==> src/rtl/crc_infifo_pkg.sv <==
package crc_infifo_pkg;
  localparam int DATA_W    = 32;
  localparam int LANES     = DATA_W / 8;
  localparam int LANE_W    = $clog2(LANES);
  localparam int CFG_W     = $clog2(DATA_W);
  localparam int MAX_DEPTH = 16;
  localparam int CNT_W     = $clog2(MAX_DEPTH + 1);
  localparam int PTR_W     = $clog2(MAX_DEPTH);

  // Depth for a width field: 16, 8 or 4 entries.
  function automatic logic [CNT_W-1:0] depth_for(input logic [CFG_W-1:0] wcfg);
    if (wcfg > CFG_W'(15))     return CNT_W'(MAX_DEPTH / 4);
    else if (wcfg > CFG_W'(7)) return CNT_W'(MAX_DEPTH / 2);
    else                       return CNT_W'(MAX_DEPTH);
  endfunction

  // Byte lane holding the most significant configured bit.
  function automatic logic [LANE_W-1:0] top_lane(input logic [CFG_W-1:0] wcfg);
    return LANE_W'(wcfg >> 3);
  endfunction

  // Keeps bits 0..wcfg.
  function automatic logic [DATA_W-1:0] width_mask(input logic [CFG_W-1:0] wcfg);
    logic [DATA_W-1:0] m;
    for (int i = 0; i < DATA_W; i++) m[i] = (i <= int'(wcfg));
    return m;
  endfunction
endpackage

==> src/rtl/crc_infifo_stage.sv <==
module crc_infifo_stage
  import crc_infifo_pkg::*;
(
  input  logic              clk,
  input  logic              rst_n,
  input  logic              enable,
  input  logic [CFG_W-1:0]  width_cfg,
  input  logic [DATA_W-1:0] wr_data,
  input  logic [LANES-1:0]  wr_be,
  output logic              commit,
  output logic [DATA_W-1:0] commit_word
);
  logic [DATA_W-1:0] stage_q;
  logic [DATA_W-1:0] merged;
  logic [LANE_W-1:0] lane_top;

  for (genvar ln = 0; ln < LANES; ln++) begin : g_lane
    assign merged[ln*8 +: 8] = wr_be[ln] ? wr_data[ln*8 +: 8] : stage_q[ln*8 +: 8];
  end

  assign lane_top    = top_lane(width_cfg);
  assign commit      = enable & wr_be[lane_top];
  assign commit_word = merged & width_mask(width_cfg);

  always_ff @(posedge clk or negedge rst_n) begin
    if (!rst_n)          stage_q <= '0;
    else if (!enable)    stage_q <= '0;
    else if (commit)     stage_q <= '0;
    else if (|wr_be)     stage_q <= merged;
  end

  AST_STAGE_HOLD: assert property (@(posedge clk) disable iff (!rst_n)
    (enable && wr_be == '0) |=> $stable(stage_q));
  AST_STAGE_FLUSH: assert property (@(posedge clk) disable iff (!rst_n)
    !enable |=> stage_q == '0);
endmodule

==> src/rtl/crc_infifo_ctrl.sv <==
module crc_infifo_ctrl
  import crc_infifo_pkg::*;
(
  input  logic             clk,
  input  logic             rst_n,
  input  logic             enable,
  input  logic [CFG_W-1:0] width_cfg,
  input  logic             commit,
  input  logic             pop,
  output logic             push_ok,
  output logic             pop_ok,
  output logic [PTR_W-1:0] wr_ptr,
  output logic [PTR_W-1:0] rd_ptr,
  output logic [CNT_W-1:0] count,
  output logic             full,
  output logic             empty,
  output logic             overflow
);
  logic [CNT_W-1:0] count_q;
  logic [CNT_W-1:0] depth_cur;
  logic [PTR_W-1:0] wr_q, rd_q;
  logic             ovf_q;
  logic             drop;

  assign depth_cur = depth_for(width_cfg);
  assign full      = (count_q == depth_cur);
  assign empty     = (count_q == '0);
  assign push_ok   = commit & ~full;
  assign drop      = commit & full;
  assign pop_ok    = enable & pop & ~empty;

  always_ff @(posedge clk or negedge rst_n) begin
    if (!rst_n) begin
      count_q <= '0; wr_q <= '0; rd_q <= '0; ovf_q <= 1'b0;
    end else if (!enable) begin
      count_q <= '0; wr_q <= '0; rd_q <= '0; ovf_q <= 1'b0;
    end else begin
      if (push_ok) wr_q <= wr_q + 1'b1;
      if (pop_ok)  rd_q <= rd_q + 1'b1;
      if (push_ok && !pop_ok)      count_q <= count_q + 1'b1;
      else if (pop_ok && !push_ok) count_q <= count_q - 1'b1;
      if (drop) ovf_q <= 1'b1;
    end
  end

  assign wr_ptr   = wr_q;
  assign rd_ptr   = rd_q;
  assign count    = count_q;
  assign overflow = ovf_q;

  AST_COUNT_BOUND: assert property (@(posedge clk) disable iff (!rst_n)
    count_q <= CNT_W'(MAX_DEPTH));
  AST_PUSH_INC: assert property (@(posedge clk) disable iff (!rst_n)
    (push_ok && !pop_ok) |=> count_q == $past(count_q) + 1'b1);
  AST_POP_DEC: assert property (@(posedge clk) disable iff (!rst_n)
    (pop_ok && !push_ok) |=> count_q == $past(count_q) - 1'b1);
  AST_FLAGS_EXCL: assert property (@(posedge clk) disable iff (!rst_n)
    !(full && empty));
  AST_FLUSH: assert property (@(posedge clk) disable iff (!rst_n)
    !enable |=> (count_q == '0 && !ovf_q));
  AST_OVF_STICKY: assert property (@(posedge clk) disable iff (!rst_n)
    (ovf_q && enable) |=> ovf_q);
  AST_DROP_KEEPS: assert property (@(posedge clk) disable iff (!rst_n)
    (drop && !pop_ok) |=> $stable(count_q));
endmodule

==> src/rtl/crc_infifo_store.sv <==
module crc_infifo_store
  import crc_infifo_pkg::*;
(
  input  logic              clk,
  input  logic              rst_n,
  input  logic              enable,
  input  logic              push_ok,
  input  logic              pop_ok,
  input  logic [PTR_W-1:0]  wr_ptr,
  input  logic [PTR_W-1:0]  rd_ptr,
  input  logic [DATA_W-1:0] push_word,
  output logic [DATA_W-1:0] hold_word
);
  logic [DATA_W-1:0] mem [MAX_DEPTH];
  logic [DATA_W-1:0] hold_q;

  always_ff @(posedge clk) begin
    if (push_ok) mem[wr_ptr] <= push_word;
  end

  always_ff @(posedge clk or negedge rst_n) begin
    if (!rst_n)       hold_q <= '0;
    else if (!enable) hold_q <= '0;
    else if (pop_ok)  hold_q <= mem[rd_ptr];
  end

  assign hold_word = hold_q;

  AST_HOLD_STABLE: assert property (@(posedge clk) disable iff (!rst_n)
    (enable && !pop_ok) |=> $stable(hold_q));
  AST_HOLD_CLEAR: assert property (@(posedge clk) disable iff (!rst_n)
    !enable |=> hold_q == '0);
endmodule

==> src/rtl/crc_infifo.sv <==
module crc_infifo
  import crc_infifo_pkg::*;
(
  input  logic              clk,
  input  logic              rst_n,
  input  logic              enable,
  input  logic [CFG_W-1:0]  width_cfg,
  input  logic [DATA_W-1:0] wr_data,
  input  logic [LANES-1:0]  wr_be,
  input  logic              pop,
  output logic [DATA_W-1:0] hold_word,
  output logic [CNT_W-1:0]  count,
  output logic              full,
  output logic              empty,
  output logic              overflow
);
  logic              commit;
  logic [DATA_W-1:0] commit_word;
  logic              push_ok, pop_ok;
  logic [PTR_W-1:0]  wr_ptr, rd_ptr;

  crc_infifo_stage u_stage (
    .clk(clk), .rst_n(rst_n), .enable(enable), .width_cfg(width_cfg),
    .wr_data(wr_data), .wr_be(wr_be), .commit(commit), .commit_word(commit_word)
  );

  crc_infifo_ctrl u_ctrl (
    .clk(clk), .rst_n(rst_n), .enable(enable), .width_cfg(width_cfg),
    .commit(commit), .pop(pop), .push_ok(push_ok), .pop_ok(pop_ok),
    .wr_ptr(wr_ptr), .rd_ptr(rd_ptr), .count(count), .full(full),
    .empty(empty), .overflow(overflow)
  );

  crc_infifo_store u_store (
    .clk(clk), .rst_n(rst_n), .enable(enable), .push_ok(push_ok),
    .pop_ok(pop_ok), .wr_ptr(wr_ptr), .rd_ptr(rd_ptr),
    .push_word(commit_word), .hold_word(hold_word)
  );

  AST_NO_POP_EMPTY: assert property (@(posedge clk) disable iff (!rst_n)
    (pop && empty && !commit) |=> empty);
endmodule

==> config.mk <==
export PLATFORM = sky130hd
export DESIGN_NAME = crc_infifo
export DESIGN_NICKNAME = d
export VERILOG_FILES = /design/src/rtl/crc_infifo_pkg.sv /design/src/rtl/crc_infifo_stage.sv /design/src/rtl/crc_infifo_ctrl.sv /design/src/rtl/crc_infifo_store.sv /design/src/rtl/crc_infifo.sv
export SDC_FILE = /design/constraint.sdc
export NUM_CORES = 1
export LEC_CHECK = 0
export ABC_CLOCK_PERIOD_IN_PS = 6600
export BUFFER_PORTS_ARGS = -buffer_cell sky130_fd_sc_hd__buf_2
export CAP_MARGIN = 20
export CORE_UTILIZATION = 49
export CTS_CLUSTER_DIAMETER = 80
export DETAILED_ROUTE_END_ITERATION = 16
export PLACE_DENSITY_LB_ADDON = 0.15
export SKIP_LAST_GASP = 1
export SYNTH_ARGS = -nofsm -noshare
export SYNTH_HDL_FRONTEND = slang
export SYNTH_SLANG_ARGS = --single-unit
==> constraint.sdc <==
create_clock -name clk -period 6.6 [get_ports clk]
set_input_delay 0.99 -clock clk [delete_from_list [all_inputs] [get_ports clk]]
set_output_delay 0.99 -clock clk [all_outputs]
set_load 0.03 [all_outputs]
==> results.yml <==
cts:
  numClockSinks: 590
  clock_latency_ps: 610
  post_cts.resized_instances: 0
  worst_setup_hold_path_clk_slew_ps: 60
  cts_root_buf: "clkbuf_16"
  h-tree-depth: 2
  tritoncts.num_buffers: 58
  cts_buffer_depth: 3
  post-cts-setup-buffer-count: 0
  hold_buffers: 0
  cts_tree: "built"
route:
  route.detailed.drc: 0
  detail_route.iter0.violations: 970
  firstDrtPassIters: 5
  via_count: 11200
  wl_microns: 51200
  ant_nets: 0
  drt-wirelength-per-cell_microns: 26.7
  post_drt_via_cell_ratio: 5.85
final_layout:
  final_layout_size_suffix_gt1_share_pct: 30.5
  areaGrowthSynthToFinish_pct: 13.2
  num_antenna_cells: 0
  final_nets: 1314
synthesis:
  ys_seq_elements: 590
  synth_ff_type: "edfxtp_1"
  ys_async_sr_fraction_pct: 13.2
  synth-edff-count: 512
  syn-cell-area_sq_mm: 0.0231
  postSynthNetCount: 1204
  synth.avg_cell_area_sq_um: 20.1
  yosysSeqAreaShare_pct: 74.9
  synth_cells: 1149
  synth_warnings: 0
  netlist-cell-type-count: 46
floorplanning:
  die_width_microns: 219
  core_region_area_sq_mm: 0.0466
  io-pin-count: 85
  die_height_microns: 219
  initial_core_util_pct: 49.7
  design.die.area_sq_mm: 0.0481
  num_rows: 79
critical_path:
  worst_ep_required_time_ps: 7130
  critical_path_peak_fanout: 33
  end_kind: "register"
  critPathLaunchType: "register"
  timing.setup.critical_path_class: "reg -> reg"
  timing.critical_path.arrival_ps: 4360
pwr:
  ir_worst_vdd_mv: 0.279
  p_total_mw: 9.53
  leakage_power_total_nw: 8.83
  pwr_density_cell_mw_per_mm2: 364
placement:
  hpwlAfterDp_microns: 29900
  port-buffer-count: 84
  place_congestion: 0.754
status:
  outcome: "finished clean"
grt:
  grt_pass1_wl_microns: 75700
  grt_use_total_pct: 22.0
  antenna_found_initial: 4
  first_global_vias: 11600
  grt_start_max_net_pins: 69
  grt_overflow: 0
sta:
  worst_slew_margin_pct: 22.3
  worstMarginPinSlew_ps: 1160
  finalWorstPathRequiredPeriod_ps: 3830
  fin_tns_setup_ps: 0
  grt_setup_unrepaired: "false"
  final_cycle_share_pct: 58.0
  final_hold_viol_count: 0
  timing.clock.skew_ps: 13.8
  max_clock_freq_ghz: 0.261
  finalSetupViolCount: 0
  maxSlewViolCount: 0
job:
  timing.max_cap.violations: 0
worst_hold_path:
  classification_of_the_worst_slack_hold_path: "in -> async"
kinds of logic after synthesis:
group	synth area share, %
adder cells (fa/ha/maj)	0.573
multiplexers	14.2
AND/OR/NAND/NOR	3.09
flip-flops	74.9
XOR/XNOR	0.303
buffers and inverters	1.77
AO/OA/AOI/OAI	5.16
metal layers:
layer	vias to the layer above	track usage [%]	wire (microns)
li1	4905	-	-
met2	281	36.1	25600
met4	0	5.67	1070
met5	-	0	0
met3	72	3.30	2500
met1	5944	30.9	22100
state kept, by name, indices dropped and copies added (netlist names):
name and cells:
u_store.mem 512, u_ctrl.wr_ptr 4, u_store.hold_word 32, u_ctrl.rd_ptr 4
u_ctrl.count 5, u_ctrl.overflow 1, u_stage.stage_q 32
final timing paths:
path,cells after the start,end,from,slack [ps]
max,10,u_ctrl.count[4],u_ctrl.count[2],2770
min,1,u_store.hold_word[10],rst_n,380
max reg2reg,10,u_ctrl.count[4],u_ctrl.count[2],2770
min reg2reg,2,u_store.hold_word[12],u_store.hold_word[12],480
max in group asynchronous,2,u_store.hold_word[1],rst_n,5130
min in group clk,2,u_store.hold_word[12],u_store.hold_word[12],480
power by group:
part	internal, mW	switching [mW]	leakage (nW)
clock network	1.88	1.37	0.931
registers	4.22	0.175	5.71
logic	0.863	1.02	2.18
metrics by stage:
| stage | setup WS [ps] | instances | hold WS (ps) | area, sq um | utilization, % |
|---|---|---|---|---|---|
| 3_5_place_dp | 2770 | 1801 | 472 | 24300 | 52.1 |
| 4_1_cts | 2740 | 1911 | 370 | 26200 | 56.2 |
| 5_1_grt | 2530 | 1916 | 385 | 26200 | 56.3 |
| 2_1_floorplan | 1040 | 1149 | 496 | 23100 | - |
| 3_3_place_gp | 2800 | 1797 | 466 | 24200 | 52.1 |
| 6_report | 2770 | 1916 | 378 | 26200 | 56.3 |
Yosys cell counts (2+ instances only):
master,instances,area [sq um]
o21ai_0,7,35.0
dfrtp_1,78,1950
or3_1,4,25.0
nor3_1,15,75.1
edfxtp_1,512,15400
nor4_1,4,25.0
xnor2_1,5,43.8
nor2b_1,6,37.5
mux2_2,4,45.0
ha_1,9,113
clkbuf_1,35,131
o311a_1,2,20.0
nand2b_1,6,37.5
inv_1,8,30.0
buf_4,8,60.1
buf_6,5,56.3
a21oi_1,21,105
mux4_2,129,2910
and2_1,14,87.6
nor2_1,52,195
buf_2,16,80.1
o21ai_1,32,160
nand3_1,7,35.0
buf_1,3,11.3
mux2i_1,34,340
a211oi_1,2,15.0
a221oi_2,32,480
xor2_1,3,26.3
a21o_1,2,15.0
nand2_1,46,173
a22o_1,33,289
worst max-delay path: stages, from the launching register on:
cell and delay (ps):
dfrtp_1 460, or3_1 480, o21ai_2 350, and2_2 840, nand2b_1 340, fa_1 500
a21o_1 200, a21o_1 180, nor2_1 90, a22o_1 150, mux2i_1 170
final cells by class:
cell class	instances	area (sq um)
inverter	8	30.0
timing repair buffer	120	706
tap	607	759
multi-input combinational	481	5490
fill	3520	20400
clock buffer	84	1640
sequential	590	17300
clock inverter	26	240
placed cells by master (no fill, tap or decap), drive strengths merged, types with 2 or more instances in the layout:
master  count
a211oi      2
a21o        2
a21oi      21
a221oi     32
a22o       33
and2       14
buf       120
bufinv      4
clkbuf     84
clkinv     20
dfrtp      78
edfxtp    512
ha          9
inv        10
mux2        4
mux2i      34
mux4      129
nand2      46
nand2b      6
nand3       7
nor2       52
nor2b       6
nor3       15
nor4        4
o211ai      2
o21ai      40
o311a       2
or2         2
or3         4
xnor2       5
xor2        3
No activity file was read; power rests on OpenSTA's default activity.
